$ cat src/rtl/useq_pkg.sv
package useq_pkg;

  localparam int IMG_W = 1024;

  typedef enum logic [1:0] {
    SEQ_FG   = 2'd0,
    SEQ_SAVE = 2'd1,
    SEQ_ISR  = 2'd2
  } seq_state_t;

  function automatic logic [IMG_W-1:0] rom_image(input int aw, input int cww, input int rel_at);
    logic [IMG_W-1:0] img;
    logic [63:0]      word;
    img = '0;
    for (int i = 0; i < (1 << aw); i++) begin
      word = (64'(i) << 1) | 64'(i == rel_at);
      for (int b = 0; b < cww; b++) begin
        if (i * cww + b < IMG_W) img[i*cww+b] = word[b];
      end
    end
    return img;
  endfunction

endpackage

$ cat src/rtl/useq_rom.sv
module useq_rom #(
  parameter int ADDR_W = 5,
  parameter int CW_W   = 8,
  parameter logic [useq_pkg::IMG_W-1:0] INIT = '0
) (
  input  logic              clk,
  input  logic [ADDR_W-1:0] rd_addr,
  output logic [CW_W-1:0]   cw_q
);
  localparam int DEPTH = 1 << ADDR_W;

  initial begin
    assert (DEPTH * CW_W <= useq_pkg::IMG_W)
      else $error("control store image too small");
  end

  logic [CW_W-1:0] mem [DEPTH];

  for (genvar g = 0; g < DEPTH; g++) begin : g_word
    assign mem[g] = INIT[g*CW_W +: CW_W];
  end

  always_ff @(posedge clk) begin
    cw_q <= mem[rd_addr];
  end

endmodule

$ cat src/rtl/useq_addr.sv
module useq_addr #(
  parameter int ADDR_W   = 5,
  parameter int VEC_ADDR = 16
) (
  input  logic              clk,
  input  logic              rst,
  input  logic              load_vec,
  input  logic              load_ret,
  output logic [ADDR_W-1:0] addr_q,
  output logic [ADDR_W-1:0] addr_nxt
);
  localparam logic [ADDR_W-1:0] VEC = ADDR_W'(VEC_ADDR);

  logic [ADDR_W-1:0] ret_q;
  logic [ADDR_W-1:0] inc;
  logic [ADDR_W-1:0] mux_out;

  assign inc     = addr_q + 1'b1;
  assign mux_out = load_vec ? VEC : ret_q;

  always_comb begin
    if (rst)                      addr_nxt = '0;
    else if (load_vec | load_ret) addr_nxt = mux_out;
    else                          addr_nxt = inc;
  end

  always_ff @(posedge clk) begin
    if (rst) begin
      addr_q <= '0;
      ret_q  <= '0;
    end else begin
      addr_q <= addr_nxt;
      if (load_vec) ret_q <= inc;
    end
  end

  p_inc_r1: assert property (@(posedge clk) disable iff (rst)
    (!load_vec && !load_ret) |=> addr_q == $past(addr_q) + 1'b1);
  p_ret_save_r2: assert property (@(posedge clk) disable iff (rst)
    load_vec |=> ret_q == $past(addr_q) + 1'b1);
  p_vec_load_r3: assert property (@(posedge clk) disable iff (rst)
    load_vec |=> addr_q == VEC);
  p_ret_load_r5: assert property (@(posedge clk) disable iff (rst)
    load_ret |=> addr_q == $past(ret_q));

endmodule

$ cat src/rtl/useq_fsm.sv
module useq_fsm
  import useq_pkg::*;
(
  input  logic clk,
  input  logic rst,
  input  logic irq,
  input  logic rel_ext,
  input  logic cw_rel,
  output logic load_vec,
  output logic load_ret
);
  seq_state_t state_q, state_d;
  logic       rel_arm_q, rel_arm_d;
  logic       in_handler;
  logic       rel_req;

  assign in_handler = (state_q != SEQ_FG);
  assign rel_req    = rel_ext | cw_rel;
  assign load_vec   = (state_q == SEQ_FG) && irq;
  assign load_ret   = rel_arm_q;

  always_comb begin
    state_d   = state_q;
    rel_arm_d = 1'b0;
    case (state_q)
      SEQ_FG:   if (irq) state_d = SEQ_SAVE;
      SEQ_SAVE: begin
        state_d   = SEQ_ISR;
        rel_arm_d = rel_req;
      end
      SEQ_ISR: begin
        if (rel_arm_q) state_d = SEQ_FG;
        else           rel_arm_d = rel_req;
      end
      default:  state_d = SEQ_FG;
    endcase
  end

  always_ff @(posedge clk) begin
    if (rst) begin
      state_q   <= SEQ_FG;
      rel_arm_q <= 1'b0;
    end else begin
      state_q   <= state_d;
      rel_arm_q <= rel_arm_d;
    end
  end

  p_release_src_r4: assert property (@(posedge clk) disable iff (rst)
    (in_handler && !rel_arm_q && (rel_ext || cw_rel)) |=> load_ret);
  p_save_then_isr_r6: assert property (@(posedge clk) disable iff (rst)
    (state_q == SEQ_SAVE) |=> (state_q == SEQ_ISR));
  p_no_nest_r8: assert property (@(posedge clk) disable iff (rst)
    (in_handler && irq) |-> !load_vec);
  p_fg_rel_ignored_r9: assert property (@(posedge clk) disable iff (rst)
    (!in_handler) |=> !load_ret);
  p_irq_wins_r10: assert property (@(posedge clk) disable iff (rst)
    (!in_handler && irq && rel_ext) |=> (state_q == SEQ_SAVE && !load_ret));

endmodule

$ cat src/rtl/useq_irq_top.sv
module useq_irq_top #(
  parameter int ADDR_W   = 5,
  parameter int CW_W     = 8,
  parameter int VEC_ADDR = 16,
  parameter int REL_ADDR = 20,
  parameter logic [useq_pkg::IMG_W-1:0] ROM_INIT =
    useq_pkg::rom_image(ADDR_W, CW_W, REL_ADDR)
) (
  input  logic              clk,
  input  logic              rst,
  input  logic              irq,
  input  logic              rel,
  output logic [ADDR_W-1:0] addr,
  output logic [CW_W-1:0]   cw
);
  logic              load_vec;
  logic              load_ret;
  logic [ADDR_W-1:0] addr_nxt;

  useq_fsm u_fsm (
    .clk      (clk),
    .rst      (rst),
    .irq      (irq),
    .rel_ext  (rel),
    .cw_rel   (cw[0]),
    .load_vec (load_vec),
    .load_ret (load_ret)
  );

  useq_addr #(
    .ADDR_W   (ADDR_W),
    .VEC_ADDR (VEC_ADDR)
  ) u_addr (
    .clk      (clk),
    .rst      (rst),
    .load_vec (load_vec),
    .load_ret (load_ret),
    .addr_q   (addr),
    .addr_nxt (addr_nxt)
  );

  useq_rom #(
    .ADDR_W (ADDR_W),
    .CW_W   (CW_W),
    .INIT   (ROM_INIT)
  ) u_rom (
    .clk     (clk),
    .rd_addr (addr_nxt),
    .cw_q    (cw)
  );

  p_reset_r7: assert property (@(posedge clk)
    rst |=> (addr == '0 && !load_ret));
  p_cw_tracks_r1: assert property (@(posedge clk) disable iff (rst)
    1'b1 |=> cw == ROM_INIT[addr*CW_W +: CW_W]);

endmodule

$ cat config.mk
export PLATFORM = sky130hd
export DESIGN_NAME = useq_irq_top
export DESIGN_NICKNAME = d
export VERILOG_FILES = /design/src/rtl/useq_pkg.sv /design/src/rtl/useq_rom.sv /design/src/rtl/useq_addr.sv /design/src/rtl/useq_fsm.sv /design/src/rtl/useq_irq_top.sv
export SDC_FILE = /design/constraint.sdc
export NUM_CORES = 1
export LEC_CHECK = 0
export CORE_MARGIN = 1.5
export CORE_UTILIZATION = 52
export CTS_CLUSTER_DIAMETER = 100
export DETAILED_ROUTE_END_ITERATION = 10
export GPL_ROUTABILITY_DRIVEN = 1
export MAX_ROUTING_LAYER = met4
export PLACE_DENSITY = 0.82
export SYNTH_ARGS = -nofsm -noshare
export SYNTH_HDL_FRONTEND = slang
export SYNTH_SLANG_ARGS = --single-unit
export TNS_END_PERCENT = 100
$ cat constraint.sdc
create_clock -name clk -period 3.2 [get_ports clk]
set_input_delay 0.64 -clock clk [delete_from_list [all_inputs] [get_ports clk]]
set_output_delay 0.64 -clock clk [all_outputs]
set_load 0.01 [all_outputs]
==> impl_metrics.tcl <==
set metrics [dict create \
    vdd.ir_drop.worst_v 0.0005165 \
    grt_first_pass_wirelength_um 2263 \
    cts_hold_buffers 0 \
    ys_types 25 \
    min_delay_path_depth 2 \
    synthFlopType "dfxtp_1" \
    rrSetupSlack_ps 1550 \
    first_global_vias 520 \
    setup_tns_ps 0 \
    timing.critical_path.buf_inv 1 \
    place_hpwl_um 985.5 \
    drive_gt1_share_pct 7.000 \
    synthTopCellsByArea "dfxtp_1, ha_1, nor2_1" \
    die_y_um 43.36 \
    synthCells 89 \
    rsz0062_at_grt "no" \
    final_cells 116 \
    grt_max_degree 19 \
    synth.most_common_cell "dfxtp_1" \
    numCtsBuffers 3 \
    synth_edf_count 0 \
    worst_pin_slew_ps 643.2 \
    root_buffer "clkbuf_4" \
    drc 0 \
    wirelength_um 1338 \
    critPathSlowestCell "clkdlybuf4s50_1" \
    insertedDiodeCount 0 \
    place_area_um2 949.7 \
    synth_top_area_cell "dfxtp_1" \
    grt_usage_pct 16.79 \
    dieArea_um2 1880 \
    ant_nets 0 \
    end_kind "primary output" \
    critPathMaxStageDelay_ps 570 \
    maxCapViolations 0 \
    netlist.area_leader.share_pct 44.90 \
    clkSinkCount 19 \
    start_kind "flop" \
    rows 14 \
    core_area_um2 1524 \
    totalPowerFinal_mw 0.6399 \
    cts_resized 0 \
    r2r-end "u_rom.cw_q[0]$_SDFF_PP0_" \
    antenna_found_initial 0 \
    utilization_pct 64.04 \
    netlist_area_um2 847.1 \
    hold_slack_ps 497.5 \
    crit_chain "clkdlybuf4s50_1" \
    period_needed_ps 1948 \
    holdCritPathClass "reg -> reg" \
    vias 607 \
    cp_top_family "buffers and inverters" \
    max_freq_ghz 0.5132 \
    final_area_um2 975.9 \
    synth-seq-cells 19 \
    hold_violations 0 \
    crit_fanout 6 \
    path_class "reg -> out" \
    status "finished clean" \
    dpl.cell_count 112 \
    pre_cts_slack_ps 1151 \
    drt_pass1_iterations 4 \
    cts_tree "built" \
    viasPerCell 5.233 \
    place_congestion 0.8109 \
    hold_end "u_addr.ret_q[1]$_SDFFE_PP0P_" \
    postCtsSetupBuffers 0 \
    htreeDepth 1 \
    cts_buffer_depth 2 \
    skew_ps 5.423 \
    avgSynthCellArea_um2 9.518 \
    fin_crit_sh_pct 60.89 \
    setup_violations 0 \
    ys_async_sr_fraction_pct 0 \
    path_clk_slew_ps 100 \
    grt_overflow 0 \
    r2r-start "u_fsm.state_q[0]$_SDFFE_PP0P_" \
    hold_start "u_addr.ret_q[1]$_SDFFE_PP0P_" \
    leakagePower_nw 0.3801 \
    relSlewSlack_pct 56.99 \
    syn2layout_area_growth_pct 15.21 \
    initial_core_util_pct 55.58 \
    wl_per_cell_um 11.53 \
    critPathArrivalTime_ps 1310 \
    fp.dieW_um 43.36 \
    portBuffers 14 \
    yosys-top-cells-count "dfxtp_1, nor2_1, ha_1, nor3_1, a21oi_1" \
    ys_warn_count 0 \
    pin_count 17 \
    nNetsFinal 111 \
    rr_worst_depth 5 \
    power_density_nw_per_um2 655.7 \
    finalMaxSlewViolations 0 \
    worstSkewPairLatency_ps 290 \
    fin_ws_ps 1252 \
    drt_iter0_drc 7 \
    synth-seq-area-share_pct 44.90 \
    worstPathRequired_ps 2560 \
]
## cell usage in the layout (no fill, tap or decap), drive strengths merged, types with 2 or more instances in the layout
cell type / synthesis / final
dfxtp: 19 / 19
nor2: 14 / 14
clkdlybuf4s50: 0 / 14
nor3: 6 / 6
ha: 6 / 6
a21oi: 6 / 6
inv: 4 / 4
mux2i: 4 / 4
nand2: 4 / 4
clkbuf: 1 / 4
xnor2: 3 / 3
nand3: 2 / 2
o21ai: 2 / 2
nor3b: 2 / 2
a211oi: 2 / 2
conb: 1 / 2
## how the worst max path moves through the flow
| stage | cells after the start | startpoint | endpoint |
|---|---|---|---|
| floorplan | 6 | u_fsm.state_q[0]$_SDFFE_PP0P_ | u_rom.cw_q[0]$_SDFF_PP0_ |
| global placement | 5 | irq | u_rom.cw_q[0]$_SDFF_PP0_ |
| detailed placement | 5 | irq | u_rom.cw_q[0]$_SDFF_PP0_ |
| CTS | 1 | u_addr.addr_q[0]$_SDFF_PP0_ | addr[0] |
| global route | 1 | u_addr.addr_q[0]$_SDFF_PP0_ | addr[0] |
| finish | 1 | u_addr.addr_q[0]$_SDFF_PP0_ | addr[0] |
## sequential cells by signal (all words and copies together) (netlist names)
| signal | flops |
|---|---|
| u_fsm.state_q | 2 |
| u_rom.cw_q | 6 |
| u_addr.ret_q | 5 |
| u_fsm.load_ret | 1 |
| u_addr.addr_q | 5 |
## cells by family (layout without fill, tap and decap cells)
| group | Yosys count | after routing | synth area share, % |
|---|---|---|---|
| AND/OR/NAND/NOR | 33 | 33 | 20.83 |
| flip-flops | 19 | 19 | 44.90 |
| buffers and inverters | 12 | 22 | 9.009 |
| AO/OA/AOI/OAI | 11 | 11 | 8.123 |
| adder cells (fa/ha/maj) | 6 | 6 | 8.862 |
| multiplexers | 4 | 4 | 4.727 |
| XOR/XNOR | 3 | 3 | 3.102 |
| other | 1 | 2 | 0.4427 |
## metal layers
layer  GRT usage (%)  vias to the layer above  wire length, um
met5               -                        -                0
met4           3.636                        0               10
met3           7.500                        2               75
met2           25.67                       15              607
met1           20.53                      280              644
li1                -                      310                -
## power by group
part / total [mW] / leakage [nW] / internal [mW] / switching [mW]
logic: 0.213 / 0.209 / 0.105 / 0.109
clock network: 0.114 / 0.0150 / 0.0485 / 0.0658
registers: 0.312 / 0.156 / 0.279 / 0.0333
total: 0.640 / 0.380 / 0.432 / 0.208
## final cells by class
| cell class | count | area (um^2) |
|---|---|---|
| Clock buffer | 4 | 26.28 |
| Fill cell | 138 | 548.0 |
| Timing Repair Buffer | 14 | 140.1 |
| Inverter | 4 | 15.01 |
| Tap cell | 16 | 20.02 |
| Multi-Input combinational cell | 59 | 394.1 |
| Sequential cell | 19 | 380.4 |
No activity file was read; power rests on OpenSTA's default activity.
